### src/rtl/pbs_pkg.sv
package pbs_pkg;

    localparam int CFG_W = 3;

    typedef enum logic [3:0] {
        S_IDLE, S_TS, S_CSA, S_ASW, S_WT, S_END, S_DLY, S_RDS, S_NEG
    } phase_e;

    typedef struct packed {
        logic [CFG_W-1:0] cs_setup;
        logic [CFG_W-1:0] strb_setup;
        logic [CFG_W-1:0] wait_first;
        logic [CFG_W-1:0] wait_page;
        logic [CFG_W-1:0] wd_delay;
        logic [CFG_W-1:0] cs_release;
    } timing_t;

    // first phase of a page word after the previous word has closed
    function automatic phase_e page_entry(timing_t t);
        if (t.strb_setup != '0)     return S_ASW;
        else if (t.wait_page != '0) return S_WT;
        else                        return S_END;
    endfunction

    function automatic phase_e burst_tail(timing_t t);
        return (t.cs_release != '0) ? S_NEG : S_IDLE;
    endfunction

    function automatic logic [CFG_W-1:0] phase_len(phase_e p, timing_t t, logic first);
        case (p)
            S_CSA:   return t.cs_setup;
            S_ASW:   return t.strb_setup;
            S_WT:    return first ? t.wait_first : t.wait_page;
            S_DLY:   return t.wd_delay;
            S_NEG:   return t.cs_release;
            default: return '0;
        endcase
    endfunction

endpackage

### src/rtl/pbs_fsm.sv
module pbs_fsm
    import pbs_pkg::*;
(
    input  logic    clk,
    input  logic    rst,
    input  logic    req,
    input  timing_t tcfg,
    input  logic    is_wr,
    input  logic    last,
    output phase_e  ph,
    output logic    adv_beat
);

    logic [CFG_W-1:0] cnt;
    logic             first;
    logic             nfirst;
    logic             counted;
    logic             done;
    logic             wr_hold;
    phase_e           ns;

    assign wr_hold = is_wr && (tcfg.wd_delay != '0);

    always_comb begin
        counted  = (ph == S_CSA) || (ph == S_ASW) || (ph == S_WT) ||
                   (ph == S_DLY) || (ph == S_NEG);
        done     = (ph == S_IDLE) ? req : (counted ? (cnt == '0) : 1'b1);
        adv_beat = done && !last &&
                   (((ph == S_END) && !wr_hold) || (ph == S_DLY));
        nfirst   = (ph == S_TS) ? 1'b1 : (adv_beat ? 1'b0 : first);
        ns       = ph;
        case (ph)
            S_IDLE: ns = S_TS;
            S_TS: begin
                if (tcfg.cs_setup != '0)         ns = S_CSA;
                else if (tcfg.strb_setup != '0)  ns = S_ASW;
                else if (tcfg.wait_first != '0)  ns = S_WT;
                else                             ns = S_END;
            end
            S_CSA: begin
                if (tcfg.strb_setup != '0)       ns = S_ASW;
                else if (tcfg.wait_first != '0)  ns = S_WT;
                else                             ns = S_END;
            end
            S_ASW: ns = ((first ? tcfg.wait_first : tcfg.wait_page) != '0) ? S_WT : S_END;
            S_WT:  ns = S_END;
            S_END: begin
                if (wr_hold)      ns = S_DLY;
                else if (!last)   ns = page_entry(tcfg);
                else if (is_wr)   ns = burst_tail(tcfg);
                else              ns = S_RDS;
            end
            S_DLY: ns = last ? burst_tail(tcfg) : page_entry(tcfg);
            S_RDS: ns = burst_tail(tcfg);
            S_NEG: ns = S_IDLE;
            default: ns = S_IDLE;
        endcase
    end

    always_ff @(posedge clk) begin
        if (rst) begin
            ph    <= S_IDLE;
            cnt   <= '0;
            first <= 1'b0;
        end else begin
            first <= nfirst;
            if (done) begin
                ph  <= ns;
                cnt <= phase_len(ns, tcfg, nfirst) - 1'b1;
            end else begin
                cnt <= cnt - 1'b1;
            end
        end
    end

    // the start cycle is always entered from idle
    p_ts_from_idle_r2: assert property (@(posedge clk) disable iff (rst)
        (ph == S_TS) |-> ($past(ph) == S_IDLE));

    // the release phase always hands over to idle, never straight to a new start
    p_neg_to_idle_r9: assert property (@(posedge clk) disable iff (rst)
        ($past(ph) == S_NEG) && (ph != S_NEG) |-> (ph == S_IDLE));

endmodule

### src/rtl/pbs_datapath.sv
module pbs_datapath
    import pbs_pkg::*;
#(
    parameter int AW = 16,
    parameter int DW = 16,
    parameter int BW = 3
) (
    input  logic          clk,
    input  logic          rst,
    input  phase_e        ph,
    input  logic          adv_beat,
    input  logic          req_we,
    input  logic [AW-1:0] req_addr,
    input  logic [BW-1:0] req_beats,
    input  logic [DW-1:0] req_wdata,
    input  logic [DW-1:0] bus_rdata,
    output logic [AW-1:0] addr,
    output logic [DW-1:0] wdata,
    output logic          is_wr,
    output logic          last,
    output logic [DW-1:0] rdata,
    output logic          rvalid
);

    localparam logic [AW-1:0] ADDR_STEP = AW'(1);

    logic [BW-1:0] beats_left;

    assign last = (beats_left == '0);

    always_ff @(posedge clk) begin
        if (rst) begin
            addr       <= '0;
            wdata      <= '0;
            is_wr      <= 1'b0;
            beats_left <= '0;
            rdata      <= '0;
            rvalid     <= 1'b0;
        end else begin
            if (ph == S_TS) begin
                addr       <= req_addr;
                wdata      <= req_wdata;
                is_wr      <= req_we;
                beats_left <= req_beats;
            end else if (adv_beat) begin
                addr       <= addr + ADDR_STEP;
                wdata      <= req_wdata;
                beats_left <= beats_left - 1'b1;
            end
            rvalid <= (ph == S_END) && !is_wr;
            if ((ph == S_END) && !is_wr)
                rdata <= bus_rdata;
        end
    end

    // every advance to a later word steps the address by one
    p_addr_step_r8: assert property (@(posedge clk) disable iff (rst)
        adv_beat |=> (addr == $past(addr) + ADDR_STEP));

    // the word count never wraps inside a burst
    p_beats_nowrap_r11: assert property (@(posedge clk) disable iff (rst)
        adv_beat |-> (beats_left != '0));

endmodule

### src/rtl/page_bus_seq.sv
module page_bus_seq
    import pbs_pkg::*;
#(
    parameter int AW = 16,
    parameter int DW = 16,
    parameter int BW = 3
) (
    input  logic             clk,
    input  logic             rst,
    input  logic [CFG_W-1:0] cfg_cs_setup,
    input  logic [CFG_W-1:0] cfg_strb_setup,
    input  logic [CFG_W-1:0] cfg_wait_first,
    input  logic [CFG_W-1:0] cfg_wait_page,
    input  logic [CFG_W-1:0] cfg_wd_delay,
    input  logic [CFG_W-1:0] cfg_cs_release,
    input  logic             req,
    input  logic             req_we,
    input  logic [AW-1:0]    req_addr,
    input  logic [BW-1:0]    req_beats,
    input  logic [DW-1:0]    req_wdata,
    output logic             ack,
    output logic [DW-1:0]    rdata,
    output logic             rvalid,
    output logic             cs_n,
    output logic             rd_n,
    output logic             wr_n,
    output logic [AW-1:0]    bus_addr,
    output logic [DW-1:0]    bus_wdata,
    output logic             bus_wde,
    input  logic [DW-1:0]    bus_rdata
);

    timing_t tcfg;
    phase_e  ph;
    logic    adv_beat;
    logic    is_wr;
    logic    last;
    logic    strobe_on;

    assign tcfg = '{cs_setup:   cfg_cs_setup,
                    strb_setup: cfg_strb_setup,
                    wait_first: cfg_wait_first,
                    wait_page:  cfg_wait_page,
                    wd_delay:   cfg_wd_delay,
                    cs_release: cfg_cs_release};

    pbs_fsm u_fsm (
        .clk      (clk),
        .rst      (rst),
        .req      (req),
        .tcfg     (tcfg),
        .is_wr    (is_wr),
        .last     (last),
        .ph       (ph),
        .adv_beat (adv_beat)
    );

    pbs_datapath #(.AW(AW), .DW(DW), .BW(BW)) u_dp (
        .clk       (clk),
        .rst       (rst),
        .ph        (ph),
        .adv_beat  (adv_beat),
        .req_we    (req_we),
        .req_addr  (req_addr),
        .req_beats (req_beats),
        .req_wdata (req_wdata),
        .bus_rdata (bus_rdata),
        .addr      (bus_addr),
        .wdata     (bus_wdata),
        .is_wr     (is_wr),
        .last      (last),
        .rdata     (rdata),
        .rvalid    (rvalid)
    );

    always_comb begin
        strobe_on = (ph == S_WT) || (ph == S_END) ||
                    ((ph == S_DLY) && (tcfg.strb_setup == '0) && !last);
        cs_n      = (ph == S_IDLE) || (ph == S_TS) || (ph == S_NEG);
        rd_n      = !(strobe_on && !is_wr);
        wr_n      = !(strobe_on && is_wr);
        bus_wde   = is_wr && ((ph == S_CSA) || (ph == S_ASW) || (ph == S_WT) ||
                              (ph == S_END) || (ph == S_DLY));
        ack       = (ph == S_TS) || adv_beat;
    end

    // strobes only while selected
    p_strb_in_cs_r4: assert property (@(posedge clk) disable iff (rst)
        (!rd_n || !wr_n) |-> !cs_n);

    // read and write strobes exclusive
    p_strb_excl_r5: assert property (@(posedge clk) disable iff (rst)
        !(!rd_n && !wr_n));

    // data drive only inside the select window
    p_wde_in_cs_r10: assert property (@(posedge clk) disable iff (rst)
        bus_wde |-> !cs_n);

    // select falls only right after the start cycle
    p_cs_fall_start_r2: assert property (@(posedge clk) disable iff (rst)
        $fell(cs_n) |-> $past(ack));

    // returned read data never coincides with a write strobe
    p_rvalid_read_r7: assert property (@(posedge clk) disable iff (rst)
        rvalid |-> wr_n);

endmodule

### config.mk
export PLATFORM = sky130hd
export DESIGN_NAME = page_bus_seq
export DESIGN_NICKNAME = d
export VERILOG_FILES = /design/src/rtl/pbs_pkg.sv /design/src/rtl/pbs_fsm.sv /design/src/rtl/pbs_datapath.sv /design/src/rtl/page_bus_seq.sv
export SDC_FILE = /design/constraint.sdc
export NUM_CORES = 1
export LEC_CHECK = 0
export BUFFER_PORTS_ARGS = -buffer_cell sky130_fd_sc_hd__clkbuf_2
export CAP_MARGIN = 5
export CORE_AREA = 3 3 88 90
export DETAILED_ROUTE_END_ITERATION = 12
export DIE_AREA = 0 0 91 93
export GPL_TIMING_DRIVEN = 0
export PLACE_DENSITY = 0.71
export SYNTH_ARGS = -nofsm -noshare
export SYNTH_HDL_FRONTEND = slang
export SYNTH_SLANG_ARGS = --single-unit
### constraint.sdc
create_clock -name clk -period 3 [get_ports clk]
set_input_delay 0.45 -clock clk [delete_from_list [all_inputs] [get_ports clk]]
set_output_delay 0.45 -clock clk [all_outputs]
set_load 0.005 [all_outputs]
==> flow_metrics.tcl, run 1 <==
set metrics [dict create \
    area_growth_pct 34.3 \
    max_slew.worst_pin.slew_ns 0.934 \
    fin_area_um2 4200 \
    synth_edf_count 0 \
    fin_crit_ns 2.86 \
    numCtsBuffers 9 \
    hold_end "u_dp.wdata[8]" \
    p_per_area_nw_per_um2 859 \
    placementRows 31 \
    use_met2_pct 36.5 \
    whs_path_depth 3 \
    ys_ff_latch 61 \
    yosys_warnings 0 \
    grt_pass1_wl_mm 14.9 \
    htreeDepth 3 \
    dp_hpwl_mm 7.11 \
    antenna_left 0 \
    cp_max_fo 17 \
    clockBufferDepth 2 \
    routedWlPerCell_um 14.6 \
    period_share_pct 95.4 \
    yosysTopAreaCell "dfxtp_1" \
    initial_core_util_pct 43.8 \
    pre_cts_slack_ns -0.254 \
    overflow 0 \
    grt_max_degree 13 \
    synth.yosys.seq_area_share_pct 39.1 \
    yosysMostFrequentCell "nand2_1" \
    globalRouteMet3Util_pct 5.23 \
    netlist_top_cells_area "dfxtp_1, nand2_1, a21oi_1" \
    antenna_found_initial 0 \
    die_w_um 91 \
    crit_required_ns 2.55 \
    rsz0062_at_grt "true" \
    vias 3429 \
    cts_root_buf "clkbuf_8" \
    hold_viol_final 0 \
    worstSkewPairLatency_ns 0.33 \
    crit_arrival_ns 2.41 \
    coreArea_um2 7140 \
    dieArea_um2 8460 \
    layout-drive-gt1-share_pct 31.9 \
    ir_drop_mv 0.371 \
    rr_startpoint "u_fsm.ph[1]" \
    r2r_slack_ns 0.14 \
    die_h_um 93 \
    syn_inst 402 \
    io_pins 127 \
    clk_pin_slew_ns 0.08 \
    end_kind "primary output" \
    p_leak_nw 1.78 \
    io_buffers 125 \
    synth_cell_types 59 \
    min_from "req_wdata[8]" \
    hp-class "in -> reg" \
    criticalPathCategory "reg -> out" \
    async_flop_share_pct 0 \
    syn_nets 479 \
    status "finished, final reports clean" \
    maxSlewHeadroom_pct 37.3 \
    synth_area_per_cell_um2 7.78 \
    finalNetCount 617 \
    synth_top_area_share_pct 39.1 \
    grt_pass1_vias 3219 \
    rr_worst_depth 11 \
    timing.final.ws_setup_ns 0.139 \
    r2r_end "u_fsm.cnt[2]" \
    first_iter_violations 153 \
    timing.setup.tns_ns 0 \
    met1_usage_pct 26.5 \
    n_antenna_cell 0 \
    fin_skew_ns 0.0105 \
    busiest_layer "met2" \
    setup_viol 0 \
    firstDrtPassIters 5 \
    synth-main-ff-cell "dfxtp_1" \
    cts_tree "yes" \
    synthesis.area_um2 3130 \
    max_cap_viol_count 0 \
    synth_common_cells "nand2_1, dfxtp_1, a21oi_1" \
    place_area_um2 3880 \
    cts.sinks 61 \
    grtUsageTotal_pct 21.4 \
    cts_hold_buf 0 \
    routed_wl_mm 9.41 \
    max_clock_freq_mhz 349 \
    slew_violations 0 \
    gp_congestion 0.886 \
    cp-start-kind "flop" \
    drc 0 \
    drt-vias-per-instance 5.32 \
]
## cell families after synthesis
family	count (synthesis)	share of synthesized area [%]
mux	6	1.96
buf+inv	38	5.20
simple gates	180	27.2
flops	61	39.1
fa+ha+maj	4	1.60
compound gates	100	21.3
xor+xnor	13	3.64
## power breakdown
part / switching (mW) / internal [mW]
Combinational: 0.935 / 0.689
Clock: 0.347 / 0.472
Sequential: 0.159 / 1.01
## registers in the layout (all words and copies together), names as in the netlist
register,cells
u_dp.addr,16
u_dp.beats_left,3
u_dp.is_wr,1
u_dp.rdata,16
u_dp.rvalid,1
u_dp.wdata,16
u_fsm.cnt,3
u_fsm.first,1
u_fsm.ph,4
## placed cells by master, fill, tap and decap left out, drive strengths merged, types with 3 or more instances in the layout
master  instances
a311oi          4
nand4           6
nor3           10
nor2           35
nand2b          5
o21ai           7
mux2i           5
or3            10
nand2          83
nor2b           4
nand3          11
clkbuf        152
dfxtp          61
ha              4
buf            10
inv            14
a211oi         19
a32oi           3
xor2            4
xnor2           9
and2            4
a21oi          41
## final cells by class
type | instances | area [um^2]
buffer | 24 | 115
tap | 99 | 124
fill | 698 | 2940
sequential | 61 | 1220
clock inverter | 7 | 97.6
inverter | 12 | 45.0
clock buffer | 9 | 124
multi-input combinational | 303 | 1820
timing repair buffer | 129 | 656
## worst max path at each step
stage	start	end	slack, ns	cells past startpoint
after floorplan	cfg_strb_setup[0]	u_fsm.cnt[2]	0.34	10
after global placement	cfg_strb_setup[0]	u_fsm.cnt[2]	-0.30	11
after detailed placement	cfg_cs_setup[0]	u_fsm.cnt[2]	-0.25	11
after CTS	u_fsm.ph[3]	ack	0.02	9
after global routing	u_fsm.ph[1]	ack	-0.009	7
final	u_fsm.ph[1]	ack	0.14	7
## stage by stage
step | power (mW) | hold slack, ns | util [%] | std cells
global route | 3.84 | 0.325 | 58.8 | 644
finish | 3.61 | 0.332 | 58.8 | 644
global placement | 2.62 | 0.438 | 54.3 | 626
CTS | 3.48 | 0.318 | 57.6 | 642
detailed placement | 2.65 | 0.446 | 54.3 | 626
floorplan | 2.16 | 0.448 | - | 402
## worst max-delay path, stage by stage (launching register included)
cell	delay, ns
dfxtp_1	0.33
or2_1	0.30
a2111o_1	0.44
nor4bb_4	0.17
clkbuf_8	0.16
nor2_2	0.31
inv_2	0.21
clkbuf_2	0.16
## metal layers
| layer | routed length (um) | vias up |
|---|---|---|
| li1 | - | 1691 |
| met1 | 3970 | 1584 |
| met2 | 4590 | 134 |
| met3 | 683 | 20 |
| met4 | 159 | 0 |
| met5 | 0 | - |
## repair_timing
action | in CTS | in global routing
gates resized for setup | 2 | 18
setup buffers | 0 | 4
pin swaps | 0 | 3
endpoints found under the setup margin | 2 | 2
No activity file was read; power rests on OpenSTA's default activity.
==> run 2: changes to the inputs <==
--- a/config.mk
+++ b/config.mk
@@ -7,11 +7,12 @@
 export LEC_CHECK = 0
 export BUFFER_PORTS_ARGS = -buffer_cell sky130_fd_sc_hd__clkbuf_2
 export CAP_MARGIN = 5
-export CORE_AREA = 3 3 88 90
+export CORE_AREA = 3 3 99 101
 export DETAILED_ROUTE_END_ITERATION = 12
-export DIE_AREA = 0 0 91 93
+export DIE_AREA = 0 0 102 104
 export GPL_TIMING_DRIVEN = 0
-export PLACE_DENSITY = 0.71
+export PLACE_DENSITY = 0.57
+export SLEW_MARGIN = 20
 export SYNTH_ARGS = -nofsm -noshare
 export SYNTH_HDL_FRONTEND = slang
 export SYNTH_SLANG_ARGS = --single-unit
==> flow_metrics.tcl, run 2 (synthesis results as in run 1) <==
set metrics [dict create \
    status "finished, final reports clean" \
    antenna_left 0 \
    cp_max_fo 10 \
    met3_wirelength_um 563 \
    drc 0 \
    die_h_um 104 \
    routed_wl_mm 9.52 \
    worst_path_max_delay_cell "a2111o_1" \
    max_clock_freq_mhz 348 \
    routedWlPerCell_um 14.5 \
    crit_chain "or2_1, a2111o_1, nor4bb_1, clkbuf_8, nor2_2, inv_2, buf_2, clkbuf_2" \
    grtUsageTotal_pct 17.9 \
    setup_viol 0 \
    layout-drive-gt1-share_pct 30.9 \
    cts_tree "yes" \
    crit_required_ns 2.55 \
    p_per_area_nw_per_um2 841 \
    p_leak_nw 1.74 \
    startpoint "u_fsm.ph[1]" \
    cts_hold_buf 0 \
    cp-start-kind "flop" \
    max_slew.worst_pin.slew_ns 0.963 \
    clk_pin_slew_ns 0.07 \
    hp-class "in -> reg" \
    drt-vias-per-instance 5.14 \
    gp_congestion 0.866 \
    min_from "bus_rdata[7]" \
    io_buffers 125 \
    maxUsedRoutingLayer "met4" \
    numCtsBuffers 9 \
    clockBufferDepth 2 \
    placementRows 35 \
    die_w_um 102 \
    largest_registers "u_dp.addr x16, u_dp.rdata x16, u_dp.wdata x16" \
    coreArea_um2 9110 \
    end_kind "primary output" \
    cp_slowest_stage_delay_ns 0.44 \
    final_util_pct 45.8 \
    overflow 0 \
    cts.sinks 61 \
    finalNetCount 616 \
    vias 3364 \
    fin_skew_ns 0.0121 \
    initial_core_util_pct 34.3 \
    ir_drop_mv 0.319 \
    final_common_cell "clkbuf_2" \
    multi_input_area_um2 1780 \
    dp_hpwl_mm 7.33 \
    htreeDepth 3 \
    cts_root_buf "clkbuf_8" \
    fin_crit_ns 2.87 \
    firstDrtPassIters 6 \
    n_antenna_cell 0 \
    rsz0062_at_grt "true" \
    rr_startpoint "u_fsm.ph[3]" \
    grt_max_degree 12 \
    fill_cells 952 \
    period_share_pct 95.7 \
    hold_viol_final 0 \
    drt-met1-wl_mm 4.28 \
    first_iter_violations 129 \
    area_growth_pct 33.5 \
    final_cell_mix "clkbuf_2, nand2_1, dfxtp_1" \
    seqCellArea_um2 1220 \
    crit_arrival_ns 2.42 \
    slew_violations 0 \
    max_cap_viol_count 0 \
    antenna_found_initial 0 \
    dieArea_um2 10600 \
    grt_pass1_wl_mm 15.3 \
    wl_met2_mm 4.54 \
    io_pins 127 \
    timing.setup.tns_ns 0 \
    whs_ns 0.334 \
    criticalPathCategory "reg -> out" \
    worstSkewPairLatency_ns 0.33 \
    maxSlewHeadroom_pct 35.3 \
    grt_pass1_vias 3157 \
]
==> run 2: final cells by class <==
class	count	area share, %
timing repair buffer	127	15.3
multi-input combinational	303	42.7
tap	111	3.33
buffer	25	2.88
clock inverter	5	1.98
inverter	12	1.08
sequential	61	29.3
clock buffer	11	3.39
==> run 2: critical path, delay by kind of cell, from the launching register on <==
| kind | cells | cell delay, ns |
|---|---|---|
| AO/OA/AOI/OAI | 1 | 0.44 |
| buffers and inverters | 4 | 0.56 |
| AND/OR/NAND/NOR | 3 | 0.76 |
| flip-flops | 1 | 0.34 |
==> run 2: final timing paths <==
path                   endpoint  slack (ns)  cells after the start
hold reg to reg   u_dp.wdata[1]        0.45                      2
setup reg to reg   u_fsm.cnt[2]        0.13                     12
setup / recovery            ack        0.13                      8
hold / removal    u_dp.rdata[7]        0.33                      3
==> run 2: timing repair <==
item / 4_1_cts / 5_1_grt
pin swaps: 1 / 2
setup endpoints to repair: 1 / 2
setup buffers: 1 / 1
gates resized for setup: 0 / 12
endpoints found under the hold margin: 0 / 0
==> run 2: routing by layer <==
metal  vias up  GRT usage, %
li1       1695             -
met2        94          28.2
met1      1566          23.9
met3         9          4.43
met4         0          5.72
met5         -             0
==> run 2: stage by stage <==
stage | cell area [um^2] | cells | worst slack, ns | power [mW]
floorplan | 3130 | 402 | 0.337 | 2.16
global placement | 3890 | 638 | -0.0672 | 2.64
detailed placement | 3900 | 638 | -0.0880 | 2.66
CTS | 4120 | 654 | 0.0555 | 3.52
global route | 4170 | 655 | -0.0512 | 3.80
finish | 4170 | 655 | 0.128 | 3.51
==> run 2: power by group <==
| part | internal (mW) | switching, mW |
|---|---|---|
| combinational | 0.640 | 0.883 |
| sequential | 1.01 | 0.162 |
| clock | 0.494 | 0.327 |
| total | 2.14 | 1.37 |
